===== config.mk =====
export PLATFORM = sky130hd
export DESIGN_NAME = dual_lvl_intc
export DESIGN_NICKNAME = d
export VERILOG_FILES = /design/src/rtl/dli_pkg.sv /design/src/rtl/dli_wr_decode.sv /design/src/rtl/dli_channel.sv /design/src/rtl/dli_read_mux.sv /design/src/rtl/dual_lvl_intc.sv
export SDC_FILE = /design/constraint.sdc
export NUM_CORES = 1
export LEC_CHECK = 0
export BUFFER_PORTS_ARGS = -buffer_cell sky130_fd_sc_hd__buf_2
export CAP_MARGIN = 30
export CORE_MARGIN = 2
export CORE_UTILIZATION = 45
export CTS_CLUSTER_DIAMETER = 120
export DETAILED_ROUTE_END_ITERATION = 7
export PLACE_DENSITY = 0.7
export SLEW_MARGIN = 40
export SYNTH_ARGS = -nofsm -noshare
export SYNTH_HDL_FRONTEND = slang
export SYNTH_SLANG_ARGS = --single-unit

===== constraint.sdc =====
create_clock -name clk -period 2.08 [get_ports clk]
set_clock_uncertainty 0.1 [all_clocks]
set_input_delay 0.312 -clock clk [delete_from_list [all_inputs] [get_ports clk]]
set_output_delay 0.312 -clock clk [all_outputs]
set_load 0.02 [all_outputs]

===== src/rtl/dli_pkg.sv =====
package dli_pkg;
   // Word addresses. The bus decodes them, so their values are fixed.
   localparam int unsigned A_IRQ_MASKED = 0;
   localparam int unsigned A_IRQ_RAW    = 1;
   localparam int unsigned A_IRQ_EN_SET = 2;
   localparam int unsigned A_IRQ_EN_CLR = 3;
   localparam int unsigned A_SOFT_SET   = 4;
   localparam int unsigned A_SOFT_CLR   = 5;
   localparam int unsigned A_FIQ_MASKED = 8;
   localparam int unsigned A_FIQ_RAW    = 9;
   localparam int unsigned A_FIQ_EN_SET = 10;
   localparam int unsigned A_FIQ_EN_CLR = 11;

   // Channel indices into the per-output arrays.
   localparam int unsigned CH_IRQ = 0;
   localparam int unsigned CH_FIQ = 1;
   localparam int unsigned NUM_CH = 2;
endpackage


===== src/rtl/dli_wr_decode.sv =====
module dli_wr_decode
   import dli_pkg::*;
#(
   parameter int unsigned ADDR_W = 4
) (
   input  logic              bus_wr,
   input  logic [ADDR_W-1:0] bus_addr,
   input  logic              wdata_b0,
   output logic [NUM_CH-1:0] en_set,
   output logic [NUM_CH-1:0] en_clr,
   output logic              soft_set,
   output logic              soft_clr
);
   always_comb begin
      en_set   = '0;
      en_clr   = '0;
      soft_set = 1'b0;
      soft_clr = 1'b0;
      if (bus_wr) begin
         case (bus_addr)
            ADDR_W'(A_IRQ_EN_SET): en_set[CH_IRQ] = 1'b1;
            ADDR_W'(A_IRQ_EN_CLR): en_clr[CH_IRQ] = 1'b1;
            ADDR_W'(A_FIQ_EN_SET): en_set[CH_FIQ] = 1'b1;
            ADDR_W'(A_FIQ_EN_CLR): en_clr[CH_FIQ] = 1'b1;
            ADDR_W'(A_SOFT_SET):   soft_set = wdata_b0;
            ADDR_W'(A_SOFT_CLR):   soft_clr = wdata_b0;
            default: ;
         endcase
      end
   end
endmodule


===== src/rtl/dli_channel.sv =====
module dli_channel #(
   parameter int unsigned NUM_SRC = 32
) (
   input  logic               clk,
   input  logic               rst_n,
   input  logic               set_stb,
   input  logic               clr_stb,
   input  logic [NUM_SRC-1:0] wbits,
   input  logic [NUM_SRC-1:0] raw,
   output logic [NUM_SRC-1:0] en_q,
   output logic               req_q
);
   // The enable mask changes only through write-one-to-set and write-one-to-clear.
   always_ff @(posedge clk or negedge rst_n) begin
      if (!rst_n) begin
         en_q <= '0;
      end else if (set_stb) begin
         en_q <= en_q | wbits;
      end else if (clr_stb) begin
         en_q <= en_q & ~wbits;
      end
   end

   // A single register stage on the request output.
   always_ff @(posedge clk or negedge rst_n) begin
      if (!rst_n) begin
         req_q <= 1'b0;
      end else begin
         req_q <= |(raw & en_q);
      end
   end
endmodule


===== src/rtl/dli_read_mux.sv =====
module dli_read_mux
   import dli_pkg::*;
#(
   parameter int unsigned NUM_SRC = 32,
   parameter int unsigned DATA_W  = 32,
   parameter int unsigned ADDR_W  = 4
) (
   input  logic [ADDR_W-1:0]  bus_addr,
   input  logic [NUM_SRC-1:0] raw,
   input  logic [NUM_SRC-1:0] irq_en,
   input  logic [NUM_SRC-1:0] fiq_en,
   output logic [DATA_W-1:0]  rdata
);
   logic [NUM_SRC-1:0] sel;

   always_comb begin
      case (bus_addr)
         ADDR_W'(A_IRQ_MASKED): sel = raw & irq_en;
         ADDR_W'(A_IRQ_RAW):    sel = raw;
         ADDR_W'(A_IRQ_EN_SET): sel = irq_en;
         ADDR_W'(A_SOFT_SET):   sel = {{(NUM_SRC-1){1'b0}}, raw[0]};
         ADDR_W'(A_FIQ_MASKED): sel = raw & fiq_en;
         ADDR_W'(A_FIQ_RAW):    sel = raw;
         ADDR_W'(A_FIQ_EN_SET): sel = fiq_en;
         default:               sel = '0;
      endcase
      rdata              = '0;
      rdata[NUM_SRC-1:0] = sel;
   end
endmodule


===== src/rtl/dual_lvl_intc.sv =====
module dual_lvl_intc
   import dli_pkg::*;
#(
   parameter int unsigned NUM_SRC = 32,
   parameter int unsigned DATA_W  = 32,
   parameter int unsigned ADDR_W  = 4
) (
   input  logic               clk,
   input  logic               rst_n,
   input  logic [NUM_SRC-1:0] src_lvl,
   input  logic               bus_wr,
   input  logic [ADDR_W-1:0]  bus_addr,
   input  logic [DATA_W-1:0]  bus_wdata,
   output logic [DATA_W-1:0]  bus_rdata,
   output logic               irq_out,
   output logic               fiq_out
);
   localparam int unsigned MIN_ADDR_W = $clog2(A_FIQ_EN_CLR + 1);

   if (NUM_SRC < 2 || NUM_SRC > DATA_W) begin : g_bad_src
      $error("dual_lvl_intc: NUM_SRC must lie in 2..DATA_W");
   end
   if (ADDR_W < MIN_ADDR_W) begin : g_bad_addr
      $error("dual_lvl_intc: ADDR_W too narrow for the register words");
   end

   logic [NUM_CH-1:0]              en_set;
   logic [NUM_CH-1:0]              en_clr;
   logic                           soft_set;
   logic                           soft_clr;
   logic                           soft_q;
   logic [NUM_SRC-1:0]             raw_lvl;
   logic [NUM_CH-1:0][NUM_SRC-1:0] chan_en;
   logic [NUM_CH-1:0]              chan_req;
   logic [NUM_SRC-1:0]             irq_en;
   logic [NUM_SRC-1:0]             fiq_en;

   dli_wr_decode #(.ADDR_W(ADDR_W)) u_dec (
      .bus_wr   (bus_wr),
      .bus_addr (bus_addr),
      .wdata_b0 (bus_wdata[0]),
      .en_set   (en_set),
      .en_clr   (en_clr),
      .soft_set (soft_set),
      .soft_clr (soft_clr)
   );

   // Software-raised level on source 0.
   always_ff @(posedge clk or negedge rst_n) begin
      if (!rst_n) begin
         soft_q <= 1'b0;
      end else if (soft_set) begin
         soft_q <= 1'b1;
      end else if (soft_clr) begin
         soft_q <= 1'b0;
      end
   end

   always_comb begin
      raw_lvl    = src_lvl;
      raw_lvl[0] = src_lvl[0] | soft_q;
   end

   for (genvar ch = 0; ch < NUM_CH; ch++) begin : g_chan
      dli_channel #(.NUM_SRC(NUM_SRC)) u_chan (
         .clk     (clk),
         .rst_n   (rst_n),
         .set_stb (en_set[ch]),
         .clr_stb (en_clr[ch]),
         .wbits   (bus_wdata[NUM_SRC-1:0]),
         .raw     (raw_lvl),
         .en_q    (chan_en[ch]),
         .req_q   (chan_req[ch])
      );
   end

   assign irq_en  = chan_en[CH_IRQ];
   assign fiq_en  = chan_en[CH_FIQ];
   assign irq_out = chan_req[CH_IRQ];
   assign fiq_out = chan_req[CH_FIQ];

   dli_read_mux #(.NUM_SRC(NUM_SRC), .DATA_W(DATA_W), .ADDR_W(ADDR_W)) u_rd (
      .bus_addr (bus_addr),
      .raw      (raw_lvl),
      .irq_en   (irq_en),
      .fiq_en   (fiq_en),
      .rdata    (bus_rdata)
   );
endmodule


## After elaboration in Yosys (flattened, before gate mapping)

Index checks and enable logic that the tools add are counted.

| operators by class | value |
|---|---|
| equal/unequal tests | 9 |
| multiplexer cells | 17 |
| bitwise logic cells | 8 |
| reduce and logical (&&, ||, !) cells | 7 |

Operators by type and width:

| cell | number |
|---|---|
| one-hot mux 32 bit (6 select lines) | 1 |
| bitwise AND 32 bit | 4 |
| two-way mux 32 bit | 4 |
| OR 32 bit | 2 |
| OR reduction 32 bit | 2 |
| NOT 32 bit | 1 |
| == test 4 bit, second input constant | 4 |
| two-way mux 1 bit | 10 |
| == test 4 x 2 -> 1 bit, second input constant | 2 |
| == test 4 x 3 -> 1 bit, second input constant | 2 |
| nonzero test 2 bit | 3 |
| == test 4 x 1 -> 1 bit, second input constant | 1 |
| zero test 4 bit | 1 |
| two-way mux 2 bit | 2 |
| OR reduction 2 bit | 1 |
| OR 1 bit | 1 |

| storage, ports and cells | value |
|---|---|
| register bits | 67 |
| input bits | 71 |
| output and inout bits | 34 |
| word-level logic and storage cells | 46 |

## Longest topological paths before layout

| depth | value |
|---|---|
| depth after elaboration | 5 |
| mapped depth | 7 |

## Modules after synthesis

From an unflattened synthesis, not the netlist that was laid out.

| second synthesis, totals | value |
|---|---|
| cell total of the unflattened synthesis | 349 |
| area total of the unflattened synthesis | 3,907.5 sq um |

Modules (own cells, without submodules):

| module | times used | cells an instance | area each (sq um) | sequential area each (sq um) |
|---|---|---|---|---|
| dli_channel | 2 | 124 | 1,412.6 | 825.8 |
| dli_read_mux | 1 | 86 | 975.9 | 0.0 |
| dli_wr_decode | 1 | 11 | 62.6 | 0.0 |
| dual_lvl_intc | 1 | 4 | 43.8 | 25.0 |

## Worst setup path after synthesis

No wires, ideal clock.

| path | value |
|---|---|
| path kind | input to output |
| start point | in bus_addr[2] |
| end point | out bus_rdata[10] |
| arrival | 1.647 ns |
| path slack | 0.021 ns |
| stages | 7 |
| path buffers | 3 |
| path through | buf_2 -> nand2b_1 -> nor2_1 -> buf_2 -> clkbuf_1 -> a21oi_1 -> o22ai_1 |

| between the ends | value |
|---|---|
| cells in the longest elaborated chain, start to end | 3 |
| elaborated cells on any way between the ends | 9 |
| classes of those cells | eq/ne (6); mux (1); reduce/logical (2) |

Ends and longest elaborated chain:

| what | RTL line | RTL |
|---|---|---|
| from (decl) | dual_lvl_intc.sv:12 | `input logic [ADDR_W-1:0] bus_addr,` |
| == test 4 x 1 -> 1 bit or == test 4 bit (tied branches) | dli_read_mux.sv:17 | `case (bus_addr)` |
| OR reduction 2 bit (no line) | -- |  |
| one-hot mux 32 bit (6 select lines) (*) | dli_read_mux.sv:17 |  |
| to (decl) | dual_lvl_intc.sv:14 | `output logic [DATA_W-1:0] bus_rdata,` |

Every way passes the cells marked *; elsewhere a longest branch is shown, timed or not.

## Worst setup path in the final report

| path | value |
|---|---|
| start point | in bus_addr[3] |
| end point | out bus_rdata[5] |

The elaborated chain is that of the path after synthesis.

==> impl_metrics.py <==
metrics = {
    "run_status": {
        "status": "completed",
    },
    "yosys": {
        "synth-seq-cells": 67,
        "syn_inst": 441,
        "ys_top_cells_by_count": "a21oi_1 (105), dfrtp_1 (67), a31oi_1 (65)",
        "synth-warning-count": 0,
        "syn_nets": 512,
        "synth_seq_area_share_pct": 43.7,
        "ys_top_cells_by_area": "dfrtp_1 (44%), a21oi_1 (14%), a31oi_1 (11%)",
        "ys.flop_type": "dfrtp_1",
        "synth-edff-count": 0,
        "synth.most_common_cell": "a21oi_1",
        "avgSynthCellArea_um2": 8.70,
        "syn_area_mm2": 0.00384,
        "synth_top_area_share_pct": 43.7,
        "async_flop_share_pct": 100,
        "yosys.area.top_type": "dfrtp_1",
        "synth.distinct_cells": 31,
    },
    "power_and_ir_drop": {
        "p_leak_uw": 0.00211,
        "peakVddDrop_v": 0.000392,
        "totalPowerFinal_uw": 4080,
        "power_density_mw_per_mm2": 857,
    },
    "detailed_routing": {
        "post_drt_wl_per_cell_um": 20.2,
        "drt_pass1_iterations": 5,
        "finalWirelength_mm": 13.1,
        "drt_iter0_drc": 502,
        "ant_nets": 0,
        "vias_per_cell": 6.56,
        "via_count": 4279,
        "drcViolationCount": 0,
    },
    "clocking": {
        "cts.sinks": 67,
        "insertion_delay_ns": 0.34,
        "cts_tree": "done",
        "cts_buffers": 9,
        "cts-hold-fix-buffers": 1,
        "clk_pin_slew_worst_paths_ns": 0.06,
        "cts_buffer_depth": 2,
        "cts_setup_buffers": 0,
        "cts_resized": 0,
        "root_buffer": "clkbuf_8",
        "cts-htree-levels": 3,
    },
    "critical_path": {
        "slowest_delay_ns": 0.37,
        "cp.arrival_ns": 1.58,
        "critPathLaunchType": "input port",
        "cp-end-kind": "output port",
        "cp_max_fo": 18,
        "crit_type": "input port to output port",
        "crit_top_cell": "buf_2",
        "cp_cell_sequence": "buf_2, buf_4, mux2_2, o211ai_1, nand2_1, buf_2",
        "worst_path_max_delay_cell": "mux2_2",
        "required_ns": 1.67,
    },
    "placed_design": {
        "globalplace.congestion": 0.906,
        "io_buffers": 104,
        "place_hpwl_mm": 9.39,
    },
    "timing": {
        "worst_slew_pin_slew_ns": 0.421,
        "max_freq_mhz": 503,
        "timing.final.hold_violations": 0,
        "slew_headroom_pct": 71.6,
        "finalSetupViolations": 0,
        "setup_tns_ns": 0,
        "finalCritPeriodShare_pct": 95.6,
        "fin_crit_ns": 1.99,
        "rsz0062_at_grt": "false",
        "drv_slew": 0,
    },
    "hold_path": {
        "hp-class": "input port to flip-flop",
    },
    "global_routing": {
        "grtUsageMet2_pct": 44.8,
        "top_usage_layer": "met2",
        "grt_usage_pct": 29.1,
        "grt_max_degree": 68,
        "grt_overflow": 0,
        "grt_pass1_wl_mm": 20.4,
        "antenna_found_initial": 0,
        "grt_use_met1_pct": 40.8,
        "grt_pass1_vias": 3906,
        "gr-usage-met3_pct": 6.19,
    },
    "floorplan": {
        "die_w_um": 96.4,
        "die_area_mm2": 0.00929,
        "num_rows": 33,
        "start_util_pct": 46.5,
        "coreArea_mm2": 0.00826,
        "die_y_um": 96.4,
        "pin_count": 105,
    },
    "finish": {
        "nFillCells": 795,
        "syn_to_final_growth_pct": 24.0,
        "final_layout_size_suffix_gt1_share_pct": 28.9,
        "antenna_cells": 0,
        "fin_nets": 615,
    },
    "flow_run": {
        "maxCapViolCount": 0,
    },
}
-- worst paths after layout --
check	from	to	slack [ns]	depth (start not counted)
max	bus_addr[3]	bus_rdata[5]	0.09	6
min	bus_wdata[2]	flip-flop	0.09	2
max reg2reg	flip-flop	g_chan[0].u_chan.req_q$_DFF_PN0_	0.49	4
min reg2reg	flip-flop	g_chan[1].u_chan.req_q$_DFF_PN0_	0.47	2
max in group asynchronous	rst_n	async pin	1.18	3
min in group asynchronous	rst_n	async pin	0.42	3
-- worst max-delay path: cells and delay by family --
family                 cells  cell delay (ns)
multiplexers               1             0.37
AND/OR/NAND/NOR            1             0.12
buffers and inverters      3             0.57
AO/OA/AOI/OAI              1             0.20
-- area by class of cell --
cell class / instances / area [um2] / area share (%)
Multi-Input combinational cell: 315 / 1930 / 40.5
Sequential cell: 67 / 1680 / 35.2
Timing Repair Buffer: 129 / 761 / 16.0
Clock buffer: 11 / 141 / 2.97
Tap cell: 105 / 131 / 2.76
Inverter: 22 / 82.6 / 1.73
Clock inverter: 3 / 40.0 / 0.841
-- cell families after synthesis --
logic type / Yosys count / share of synthesized area, %
AOI/OAI and AO/OA: 266 / 41.1
DFF: 67 / 43.7
buffers and inverters: 59 / 6.29
and+or+nand+nor: 38 / 5.70
muxes: 11 / 3.19
-- cells in the final DEF (no fill, tap or decap), drive strengths merged --
cell	count
clkinv	2
o22ai	20
nand2b	2
o211ai	10
a31oi	65
o221a	1
nor4	4
dlygate4sd3	1
o21ai	23
nand3	2
mux2i	1
a222oi	2
nand2	14
clkbuf	11
a22oi	38
bufinv	1
a21oi	105
nor2	6
nor4b	1
and3	1
mux2	10
nor3	2
dfrtp	67
buf	128
a211oi	1
inv	22
nand4	6
o31ai	1
-- metrics by stage --
| step | std cells | cell area (um2) | utilization (%) | hold WS, ns | setup slack, ns |
|---|---|---|---|---|---|
| 2_1_floorplan | 441 | 3840 | - | -0.0836 | 0.0209 |
| 3_3_place_gp | 637 | 4570 | 55.3 | 0.259 | 0.154 |
| 3_5_place_dp | 637 | 4570 | 55.3 | 0.259 | 0.133 |
| 4_1_cts | 652 | 4760 | 57.7 | 0.0787 | 0.122 |
| 5_1_grt | 652 | 4760 | 57.7 | 0.0831 | 0.00569 |
| 6_report | 652 | 4760 | 57.7 | 0.0854 | 0.0925 |
-- metal layers --
layer | vias to the layer above | share of wire (%) | wire length, um
li1 | 1933 | - | -
met1 | 2033 | 42 | 5510
met5 | - | 0 | 0
met2 | 287 | 45 | 5980
met4 | 0 | 2.0 | 262
met3 | 26 | 11 | 1400
-- report_power, final --
group	internal, uW	switching, uW
sequential	1610	317
clock	570	482
combinational	480	625
total	2650	1420
Note: power is estimated with default switching activity, not from simulation.
